$ cat config.mk
export PLATFORM = sky130hd
export DESIGN_NAME = isa_cycle_master
export DESIGN_NICKNAME = d
export VERILOG_FILES = /design/src/rtl/isa_cm_pkg.sv /design/src/rtl/isa_cm_seq.sv /design/src/rtl/isa_cm_lane.sv /design/src/rtl/isa_cm_strobe.sv /design/src/rtl/isa_cycle_master.sv
export SDC_FILE = /design/constraint.sdc
export NUM_CORES = 1
export LEC_CHECK = 0
export BUFFER_PORTS_ARGS = -buffer_cell sky130_fd_sc_hd__buf_2
export CORE_ASPECT_RATIO = 1.5
export CORE_MARGIN = 4
export CORE_UTILIZATION = 35
export CTS_BUF_LIST = sky130_fd_sc_hd__clkbuf_4 sky130_fd_sc_hd__clkbuf_8 sky130_fd_sc_hd__clkbuf_16
export CTS_CLUSTER_DIAMETER = 30
export DETAILED_ROUTE_END_ITERATION = 10
export PLACE_DENSITY = 0.61
export SYNTH_ARGS = -nofsm -noshare
export SYNTH_HDL_FRONTEND = slang
export SYNTH_SLANG_ARGS = --single-unit
export TNS_END_PERCENT = 50
$ cat constraint.sdc
create_clock -name clk -period 4.6 [get_ports clk]
set_clock_uncertainty 0.1 [all_clocks]
set_input_delay 0 -clock clk [delete_from_list [all_inputs] [get_ports clk]]
set_output_delay 0 -clock clk [all_outputs]
set_load 0.03 [all_outputs]
$ cat src/rtl/isa_cm_pkg.sv
package isa_cm_pkg;

    typedef enum logic [1:0] {
        ST_IDLE,
        ST_ALE,
        ST_STB,
        ST_GAP
    } isa_state_e;

endpackage

$ cat src/rtl/isa_cm_seq.sv
module isa_cm_seq
    import isa_cm_pkg::*;
#(
    parameter int unsigned STB_CLKS = 4
) (
    input  logic       clk,
    input  logic       rst_n,
    input  logic       req_valid,
    input  logic       req_wide,
    input  logic       tgt_wide_n,
    output isa_state_e state_o,
    output logic       load_o,
    output logic       step_o,
    output logic       cap_o,
    output logic       second_o,
    output logic       bale_o,
    output logic       strobe_on_o,
    output logic       busy_o,
    output logic       done_o
);

    localparam int unsigned CNT_W = (STB_CLKS > 1) ? $clog2(STB_CLKS) : 1;
    localparam logic [CNT_W-1:0] LAST = CNT_W'(STB_CLKS - 1);

    isa_state_e       state_q, state_d;
    logic [CNT_W-1:0] cnt_q;
    logic             wide_q;
    logic             split_q;
    logic             second_q;
    logic             more;

    assign more = split_q && !second_q;

    // next-state logic
    always_comb begin
        state_d = state_q;
        unique case (state_q)
            ST_IDLE: if (req_valid) state_d = ST_ALE;
            ST_ALE:  state_d = ST_STB;
            ST_STB:  if (cnt_q == LAST) state_d = ST_GAP;
            ST_GAP:  state_d = more ? ST_ALE : ST_IDLE;
            default: state_d = ST_IDLE;
        endcase
    end

    // state register and its companions
    always_ff @(posedge clk or negedge rst_n) begin
        if (!rst_n) begin
            state_q  <= ST_IDLE;
            cnt_q    <= '0;
            wide_q   <= 1'b0;
            split_q  <= 1'b0;
            second_q <= 1'b0;
        end else begin
            state_q <= state_d;
            if (state_q == ST_ALE) cnt_q <= '0;
            else if (state_q == ST_STB) cnt_q <= cnt_q + CNT_W'(1);
            if (load_o) begin
                wide_q   <= req_wide;
                split_q  <= 1'b0;
                second_q <= 1'b0;
            end
            if (cap_o && !second_q) split_q <= wide_q && tgt_wide_n;
            if (step_o) second_q <= 1'b1;
        end
    end

    // outputs
    always_comb begin
        load_o      = (state_q == ST_IDLE) && req_valid;
        step_o      = (state_q == ST_GAP) && more;
        cap_o       = (state_q == ST_STB) && (cnt_q == LAST);
        second_o    = second_q;
        bale_o      = (state_q == ST_ALE);
        strobe_on_o = (state_q == ST_STB);
        busy_o      = (state_q != ST_IDLE);
        done_o      = (state_q == ST_GAP) && !more;
        state_o     = state_q;
    end

    p_bale_single_r1: assert property (@(posedge clk) disable iff (!rst_n)
        bale_o |=> (!bale_o && strobe_on_o));
    p_stb_hold_r2: assert property (@(posedge clk) disable iff (!rst_n)
        (strobe_on_o && cnt_q != LAST) |=> strobe_on_o);
    p_stb_exit_r2: assert property (@(posedge clk) disable iff (!rst_n)
        cap_o |=> (!strobe_on_o && !bale_o));
    p_done_pulse_r12: assert property (@(posedge clk) disable iff (!rst_n)
        done_o |=> !done_o && !busy_o);
    p_no_accept_busy_r12: assert property (@(posedge clk) disable iff (!rst_n)
        (busy_o && !done_o && !step_o) |=> busy_o);

endmodule

$ cat src/rtl/isa_cm_lane.sv
module isa_cm_lane #(
    parameter int unsigned ADDR_W = 24,
    parameter int unsigned SA_W   = 20,
    parameter int unsigned IO_W   = 16,
    parameter int unsigned DATA_W = 16
) (
    input  logic              clk,
    input  logic              rst_n,
    input  logic              load,
    input  logic              step,
    input  logic              cap,
    input  logic              second,
    input  logic [ADDR_W-1:0] req_addr,
    input  logic [DATA_W-1:0] req_wdata,
    input  logic              req_write,
    input  logic              req_io,
    input  logic              req_wide,
    input  logic              tgt_wide_n,
    input  logic [DATA_W-1:0] sd_in,
    output logic [SA_W-1:0]   sa_o,
    output logic              below_1m_o,
    output logic              sbhe_n_o,
    output logic [DATA_W-1:0] sd_out_o,
    output logic [DATA_W-1:0] rdata_o,
    output logic              write_o,
    output logic              io_o
);

    localparam int unsigned BYTE_W = DATA_W / 2;
    localparam int unsigned HI_W   = ADDR_W - IO_W;

    logic [ADDR_W-1:0] addr_q;
    logic [DATA_W-1:0] wdata_q;
    logic [DATA_W-1:0] rdata_q;
    logic              write_q, io_q, wide_q;
    logic [IO_W-1:0]   io_next;

    assign io_next = addr_q[IO_W-1:0] + IO_W'(1);

    always_ff @(posedge clk or negedge rst_n) begin
        if (!rst_n) begin
            addr_q  <= '0;
            wdata_q <= '0;
            rdata_q <= '0;
            write_q <= 1'b0;
            io_q    <= 1'b0;
            wide_q  <= 1'b0;
        end else begin
            if (load) begin
                addr_q  <= req_io ? {{HI_W{1'b0}}, req_addr[IO_W-1:0]} : req_addr;
                wdata_q <= req_wdata;
                write_q <= req_write;
                io_q    <= req_io;
                wide_q  <= req_wide;
            end else if (step) begin
                addr_q <= io_q ? {{HI_W{1'b0}}, io_next} : addr_q + ADDR_W'(1);
            end
            if (cap && !write_q) begin
                if (second)
                    rdata_q[DATA_W-1:BYTE_W] <= sd_in[BYTE_W-1:0];
                else if (wide_q && !tgt_wide_n)
                    rdata_q <= sd_in;
                else
                    rdata_q <= {{BYTE_W{1'b0}}, sd_in[BYTE_W-1:0]};
            end
        end
    end

    always_comb begin
        sa_o       = addr_q[SA_W-1:0];
        below_1m_o = ~|addr_q[ADDR_W-1:SA_W];
        sbhe_n_o   = !(wide_q && !second);
        if (second)
            sd_out_o = {{BYTE_W{1'b0}}, wdata_q[DATA_W-1:BYTE_W]};
        else if (wide_q)
            sd_out_o = wdata_q;
        else
            sd_out_o = {{BYTE_W{1'b0}}, wdata_q[BYTE_W-1:0]};
        rdata_o = rdata_q;
        write_o = write_q;
        io_o    = io_q;
    end

    p_second_narrow_r7: assert property (@(posedge clk) disable iff (!rst_n)
        step |=> (sbhe_n_o && sd_out_o[DATA_W-1:BYTE_W] == '0));
    p_write_keeps_rdata_r10: assert property (@(posedge clk) disable iff (!rst_n)
        (cap && write_q) |=> $stable(rdata_o));

endmodule

$ cat src/rtl/isa_cm_strobe.sv
module isa_cm_strobe (
    input  logic strobe_on,
    input  logic write,
    input  logic io,
    input  logic below_1m,
    output logic memr_n,
    output logic memw_n,
    output logic smemr_n,
    output logic smemw_n,
    output logic ior_n,
    output logic iow_n,
    output logic sd_oe
);

    logic mem_rd, mem_wr;

    always_comb begin
        mem_rd  = strobe_on && !io && !write;
        mem_wr  = strobe_on && !io && write;
        memr_n  = !mem_rd;
        memw_n  = !mem_wr;
        smemr_n = !(mem_rd && below_1m);
        smemw_n = !(mem_wr && below_1m);
        ior_n   = !(strobe_on && io && !write);
        iow_n   = !(strobe_on && io && write);
        sd_oe   = strobe_on && write;
    end

    always_comb begin
        a_smem_pair_r4: assert (smemr_n || !memr_n);
    end

endmodule

$ cat src/rtl/isa_cycle_master.sv
module isa_cycle_master
    import isa_cm_pkg::*;
#(
    parameter int unsigned ADDR_W   = 24,
    parameter int unsigned SA_W     = 20,
    parameter int unsigned IO_W     = 16,
    parameter int unsigned DATA_W   = 16,
    parameter int unsigned STB_CLKS = 4
) (
    input  logic              clk,
    input  logic              rst_n,
    input  logic              req_valid,
    input  logic [ADDR_W-1:0] req_addr,
    input  logic [DATA_W-1:0] req_wdata,
    input  logic              req_write,
    input  logic              req_io,
    input  logic              req_wide,
    output logic              busy,
    output logic              done,
    output logic [DATA_W-1:0] rdata,
    output logic              bale,
    output logic [SA_W-1:0]   sa,
    output logic              sbhe_n,
    output logic              aen,
    output logic              memr_n,
    output logic              memw_n,
    output logic              smemr_n,
    output logic              smemw_n,
    output logic              ior_n,
    output logic              iow_n,
    input  logic              tgt_wide_n,
    input  logic [DATA_W-1:0] sd_in,
    output logic [DATA_W-1:0] sd_out,
    output logic              sd_oe
);

    isa_state_e state;
    logic load, step, cap, second, strobe_on;
    logic below_1m, write_q, io_q;

    isa_cm_seq #(.STB_CLKS(STB_CLKS)) u_seq (
        .clk         (clk),
        .rst_n       (rst_n),
        .req_valid   (req_valid),
        .req_wide    (req_wide),
        .tgt_wide_n  (tgt_wide_n),
        .state_o     (state),
        .load_o      (load),
        .step_o      (step),
        .cap_o       (cap),
        .second_o    (second),
        .bale_o      (bale),
        .strobe_on_o (strobe_on),
        .busy_o      (busy),
        .done_o      (done)
    );

    isa_cm_lane #(
        .ADDR_W (ADDR_W),
        .SA_W   (SA_W),
        .IO_W   (IO_W),
        .DATA_W (DATA_W)
    ) u_lane (
        .clk        (clk),
        .rst_n      (rst_n),
        .load       (load),
        .step       (step),
        .cap        (cap),
        .second     (second),
        .req_addr   (req_addr),
        .req_wdata  (req_wdata),
        .req_write  (req_write),
        .req_io     (req_io),
        .req_wide   (req_wide),
        .tgt_wide_n (tgt_wide_n),
        .sd_in      (sd_in),
        .sa_o       (sa),
        .below_1m_o (below_1m),
        .sbhe_n_o   (sbhe_n),
        .sd_out_o   (sd_out),
        .rdata_o    (rdata),
        .write_o    (write_q),
        .io_o       (io_q)
    );

    isa_cm_strobe u_strobe (
        .strobe_on (strobe_on),
        .write     (write_q),
        .io        (io_q),
        .below_1m  (below_1m),
        .memr_n    (memr_n),
        .memw_n    (memw_n),
        .smemr_n   (smemr_n),
        .smemw_n   (smemw_n),
        .ior_n     (ior_n),
        .iow_n     (iow_n),
        .sd_oe     (sd_oe)
    );

    // only CPU-style cycles are generated
    assign aen = 1'b0;

    p_addr_hold_r1: assert property (@(posedge clk) disable iff (!rst_n)
        (busy && !bale) |-> ($stable(sa) && $stable(sbhe_n)));
    p_one_cmd_r3: assert property (@(posedge clk) disable iff (!rst_n)
        $countones({~memr_n, ~memw_n, ~ior_n, ~iow_n}) <= 1);
    p_smem_bound_r4: assert property (@(posedge clk) disable iff (!rst_n)
        (!smemr_n || !smemw_n) |-> below_1m);
    p_io_high_zero_r5: assert property (@(posedge clk) disable iff (!rst_n)
        (!ior_n || !iow_n) |-> (sa[SA_W-1:IO_W] == '0));
    p_oe_write_only_r11: assert property (@(posedge clk) disable iff (!rst_n)
        sd_oe |-> (!memw_n || !iow_n));
    p_no_bale_in_stb_r2: assert property (@(posedge clk) disable iff (!rst_n)
        bale |-> (memr_n && memw_n && ior_n && iow_n));
    p_state_busy_r12: assert property (@(posedge clk) disable iff (!rst_n)
        (state == ST_IDLE) |-> !busy);

endmodule

Word-level counts from Yosys, hierarchy flattened
Cells that the tools add are included.
{"block": "totals", "reg_bits": 65, "latch_bits": 0, "ramBits": 0, "rom_bits": 0, "out_inout_bits": 64, "word_cells": 78, "memories": 0}
{"block": "op_classes", "n_addsub": 3, "n_mul": 0, "n_div": 0, "n_lt_le_gt_ge": 0, "n_eq_ne": 6, "n_shift": 0, "muxes": 17, "bitwise": 1, "reduce_logical": 40}
{"operator": "24-bit 2-to-1 mux", "count": 4}
{"operator": "16-bit 2-to-1 mux", "count": 3}
{"operator": "24-bit by 1-bit adder with 24-bit output (second input constant)", "count": 1}
{"operator": "1-bit logical AND", "count": 19}
{"operator": "16-bit by 1-bit adder with 16-bit output (second input constant)", "count": 1}
{"operator": "1-bit zero test", "count": 13}
{"operator": "2-bit 2-to-1 mux", "count": 4}
{"operator": "8-bit 2-to-1 mux", "count": 1}
{"operator": "2-bit case mux with 4 select lines", "count": 1}
{"operator": "2-bit nonzero test", "count": 4}
{"operator": "2-bit == test (second input constant)", "count": 3}
{"operator": "1-bit 2-to-1 mux", "count": 4}
{"operator": "2-bit inequality test (second input constant)", "count": 2}
{"operator": "2-bit AND reduction", "count": 2}
{"operator": "4-bit OR reduction", "count": 1}
{"operator": "2-bit by 1-bit adder with 2-bit output (second input constant)", "count": 1}
{"operator": "2-bit by 1-bit == test with 1-bit output (second input constant)", "count": 1}
{"operator": "2-bit zero test", "count": 1}
{"operator": "1-bit NOT", "count": 1}

Depth between registers and ports, before layout
{"block": "depth", "word_depth": 5, "mapped_depth": 8, "mapped_depth_nobuf": 7}

Modules after synthesis
A second synthesis with hierarchy kept.
{"block": "unflattened", "hier_cells": 355, "area_unflattened_um2": 3663.5}
{"mod": "isa_cm_lane", "n_inst": 1, "cells_per_inst": 306, "area_per_inst_um2": 3178.0, "seq_area_each_um2": 1476.4}
{"mod": "isa_cm_seq", "n_inst": 1, "cells_per_inst": 40, "area_per_inst_um2": 417.9, "seq_area_each_um2": 175.2}
{"mod": "isa_cm_strobe", "n_inst": 1, "cells_per_inst": 7, "area_per_inst_um2": 56.3, "seq_area_each_um2": 0.0}
{"mod": "isa_cycle_master", "n_inst": 1, "cells_per_inst": 2, "area_per_inst_um2": 11.3, "seq_area_each_um2": 0.0}

Least setup slack after synthesis
OpenSTA, ideal clock, no wires.
{"block": "synth_timing", "path_kind": "register to register", "start": "reg u_seq.state_q[0] (netlist: u_seq.state_o[0])", "end": "reg u_lane.rdata_q[0] (netlist: u_lane.rdata_o[0])", "setup_time_ns": 0.125, "arrival_ns": 1.707, "slack_ns": 2.668, "path_stages_with_launch": 7, "path_buffers": 0, "period_less_slack_ns": 1.932, "cell_sequence": "dfrtp_1 -> inv_1 -> ha_1 -> nor2b_1 -> nand2_1 -> nor2_2 -> mux2_2"}
{"block": "synth_via", "elab_chain_cells": 4}
{"element": "from (decl)", "line": "isa_cm_seq.sv:25", "source": "isa_state_e state_q, state_d;"}
{"element": "from (signal assigned)", "line": "isa_cm_seq.sv:55", "source": "state_q <= state_d;"}
{"element": "2-bit == test", "line": "isa_cm_seq.sv:72", "source": "cap_o = (state_q == ST_STB) && (cnt_q == LAST);"}
{"element": "1-bit logical AND", "line": "isa_cm_seq.sv:72"}
{"element": "1-bit logical AND", "line": "isa_cm_lane.sv:58", "source": "if (cap && !write_q) begin"}
{"element": "2-bit AND reduction (no line)"}
{"element": "to (signal, indexed assignment)", "line": "isa_cm_lane.sv:60", "source": "rdata_q[DATA_W-1:BYTE_W] <= sd_in[BYTE_W-1:0];"}
{"element": "to (signal assigned)", "line": "isa_cm_lane.sv:62", "source": "rdata_q <= sd_in;"}
{"element": "to (signal assigned)", "line": "isa_cm_lane.sv:64", "source": "rdata_q <= {{BYTE_W{1'b0}}, sd_in[BYTE_W-1:0]};"}
{"element": "to (decl)", "line": "isa_cm_lane.sv:34", "source": "logic [DATA_W-1:0] rdata_q;"}
No other way between the ends.
A chain may end at the register's enable or synchronous reset.

Worst setup path in the final report
{"block": "layout_timing", "start": "reg u_seq.state_q[0] (netlist: u_seq.state_o[0])", "end": "reg u_lane.addr_q[22]"}
{"block": "layout_via", "elab_chain_cells": 3, "word_cells_on_any_way": 6, "classes_between": "eq/ne (1); mux (1); reduce/logical (4)"}
{"element": "2-bit == test or 2-bit zero test (tied branches)", "line": "isa_cm_seq.sv:71, isa_cm_seq.sv:70"}
{"element": "1-bit logical AND, on equally long branches", "line": "isa_cm_seq.sv:71, isa_cm_seq.sv:70"}
{"element": "2-bit nonzero test (no line) or 24-bit 2-to-1 mux (tied branches)"}
{"element": "to (signal assigned)", "line": "isa_cm_lane.sv:50", "source": "addr_q <= req_io ? {{HI_W{1'b0}}, req_addr[IO_W-1:0]} : req_addr;"}
{"element": "to (signal assigned)", "line": "isa_cm_lane.sv:56", "source": "addr_q <= io_q ? {{HI_W{1'b0}}, io_next} : addr_q + ADDR_W'(1);"}
{"element": "to (decl)", "line": "isa_cm_lane.sv:32", "source": "logic [ADDR_W-1:0] addr_q;"}
Parallel ways exist; a longest one is shown, timed or not.

==> impl_metrics.yaml <==
status:
  status: "finished, final reports clean"
floorplan:
  io_pins: 127
  start_util: 0.360
  die_height_um: 131
  coreArea_um2: 9740
  die_w_um: 89.8
  die_area_um2: 11700
  num_rows: 44
yosys:
  async_flop_share: 1.00
  netlist_top_cells_count: "nand2_1, dfrtp_1, o21ai_0, buf_4, mux2_2"
  synth_top_area_frac: 0.463
  synth-xor-area-share: 0.0399
  dominantRegCellSynth: "dfrtp_1"
  synth_area_um2: 3510
  ys_warn_count: 0
  synth_nets: 450
  synth_area_leaders: "dfrtp_1, nand2_1, mux2_2, buf_4, o21ai_0"
  synth_top_area_cell: "dfrtp_1"
  yosysMostFrequentCell: "nand2_1"
  synth_compound_area_frac: 0.0952
  synth-edff-count: 0
  synth_cell_types: 43
  synth_top_family_by_area: "simple AND/OR/NAND/NOR gates"
  yosys.area_share.simple: 0.250
  synth_cells: 380
  synth_seq_cells: 65
  muxShareOfSynthArea: 0.0545
  synth.avg_cell_area_um2: 9.24
  synth_fa_ha_area_frac: 0.0249
  ys_seq_area_frac: 0.463
drt:
  via_per_inst: 4.95
  drt-total-wl_um: 9980
  ant_nets: 0
  wire_per_inst_um: 15.0
  num_vias: 3300
  drcViolationCount: 0
  dr.pass1.iters: 4
  drt-initial-drc-count: 93
global_routing:
  track_usage: 0.180
  grt_pass1_wl_um: 17000
  first_global_vias: 3470
  antenna_found_initial: 0
  grt_start_max_net_pins: 66
  grt_overflow: 0
cells_and_area:
  seqCellArea_um2: 1630
  areaGrowthSynthToFinish_pct: 42.6
  num-nets-final: 616
  drive_above_1_share: 0.305
  antenna_cells: 0
  fillers: 909
  multiInputGateArea_um2: 1640
worst_setup_path:
  cp-start-kind: "flip-flop"
  crit_required_ns: 4.77
  critPathMaxFanout: 28
  cp.arrival_ns: 3.02
  criticalPathCategory: "flip-flop to flip-flop"
  endpoint_kind: "flip-flop"
power_and_ir_drop:
  p_comb_frac: 0.464
  leakage_nw: 2.42
  p_seq_frac: 0.332
  p_clk_frac: 0.204
  ir_worst_vdd_uv: 389
  p_sw_mw: 1.53
  internal-power_mw: 1.79
  p_per_area_nw_per_um2: 664
  swShare: 0.462
sta:
  rsz0062_at_grt: "false"
  fin_crit_sh: 0.621
  post-route-min-period_ns: 2.86
  max_freq_ghz: 0.350
  finalSetupTns_ns: 0
  holdWs_ns: 0.0884
  tightest_slew_ns: 0.957
  hold_viol_final: 0
  setup_viol: 0
  max_slew_margin: 0.361
  slew_viol_final: 0
clock_tree:
  h-tree-depth: 3
  clockBufferDepth: 2
  cts_sinks: 65
  numCtsBuffers: 9
  cts-resized-gates: 0
  cts_tree: "built"
  clock-root-buffer: "clkbuf_16"
  insertion_delay_ns: 0.33
  clk_pin_slew_ns: 0.06
placement:
  gp_congestion: 0.791
  io_buffers: 125
  dpl.hpwl_um: 6660
worst_hold_path:
  hold_class: "input pin to flip-flop"
job:
  maxCapViolations: 0
[repair_timing]
action | CTS | global route
endpoints found under the setup margin | 0 | 0
hold buffers | 64 | 0
endpoints found under the hold margin | 125 | 0
setup buffers | 0 | 0
[worst paths after layout]
check                                              start                       endpoint  slack [ns]  cells past startpoint
max                         u_seq.state_o[0]$_DFFE_PN0P_  u_lane.addr_q[22]$_DFFE_PN0P_        1.74                      7
min                                            req_valid  u_lane.addr_q[17]$_DFFE_PN0P_        0.09                      4
max reg2reg                 u_seq.state_o[0]$_DFFE_PN0P_  u_lane.addr_q[22]$_DFFE_PN0P_        1.74                      7
min reg2reg                u_lane.wdata_q[2]$_DFFE_PN0P_  u_lane.wdata_q[2]$_DFFE_PN0P_        0.37                      2
max in group asynchronous                          rst_n  u_lane.addr_q[19]$_DFFE_PN0P_        3.56                      3
min in group asynchronous                          rst_n   u_lane.addr_q[4]$_DFFE_PN0P_        0.29                      3
[per-stage QoR]
step,utilization,instances,area [µm²],power [mW],setup slack [ns]
floorplan,-,380,3510,2.25,2.67
global placement,0.418,586,4070,2.58,2.11
detailed placement,0.418,586,4070,2.61,1.98
CTS,0.514,666,5010,3.35,1.75
global route,0.514,666,5010,3.56,1.50
finish,0.514,666,5010,3.32,1.74
[sequential cells by signal, summed over array words and instances, names as in the netlist]
register and flops:
u_lane.write_o 1, u_seq.split_q 1, u_seq.second_o 1, u_seq.state_o 2
u_seq.cnt_q 2, u_lane.wdata_q 16, u_lane.wide_q 1, u_lane.addr_q 24
u_lane.io_o 1, u_lane.rdata_o 16
[kinds of logic (layout without fill, tap and decap cells)]
group / Yosys count / after routing
XOR/XNOR: 16 / 16
flip-flops: 65 / 65
adder cells (fa/ha/maj): 7 / 7
AO/OA/AOI/OAI: 55 / 55
buffers and inverters: 43 / 214
other: 1 / 1
AND/OR/NAND/NOR: 176 / 176
multiplexers: 17 / 17
[critical path, cell delays in order (launching register included)]
cell	delay, ns
dfrtp_1	0.43
inv_1	0.13
ha_1	0.22
nand2_1	0.57
nor2_1	0.59
nand2_1	0.10
dlygate4sd3_1	0.57
nand3_1	0.07
[cells in the final DEF (no fill, tap or decap), drive strengths merged, types with 2 or more instances in the layout]
| cell | n |
|---|---|
| nand4 | 9 |
| a22oi | 8 |
| o311ai | 4 |
| and4 | 4 |
| ha | 7 |
| nand3b | 2 |
| and3 | 6 |
| a21oi | 2 |
| a21o | 2 |
| or4 | 5 |
| mux2 | 17 |
| xnor2 | 5 |
| clkinv | 3 |
| buf | 126 |
| dlygate4sd3 | 64 |
| nor4 | 2 |
| xor2 | 11 |
| dfrtp | 65 |
| nand2b | 3 |
| nor3b | 2 |
| nand3 | 11 |
| nor2 | 10 |
| nand2 | 106 |
| inv | 8 |
| nor2b | 2 |
| o21ai | 31 |
| a31oi | 3 |
| clkinvlp | 3 |
| and2 | 11 |
| nand4b | 2 |
| o211ai | 2 |
| clkbuf | 9 |
[layout make-up]
type                       count  share of cell area
clock buffer                   9              0.0450
clock inverter                 7              0.0142
inverter                       8             0.00600
multi-input combinational    272               0.327
sequential                    65               0.325
tap                          115              0.0287
timing repair buffer         190               0.254
[metal layers]
layer	part of all wire	wire, µm	track usage
met5	0	0	0
met4	0.019	187	0.0722
met3	0.066	658	0.0619
met2	0.50	5040	0.309
met1	0.41	4100	0.207
[power by group through the flow]
stage,Sequential (mW),Combinational (mW),Clock (mW)
6_report,1.10,1.54,0.679
3_5_place_dp,1.10,1.51,0
2_1_floorplan,1.15,1.10,0
3_3_place_gp,1.09,1.48,0
5_1_grt,1.14,1.69,0.724
4_1_cts,1.10,1.55,0.695
Note: power is estimated with default switching activity, not from simulation.
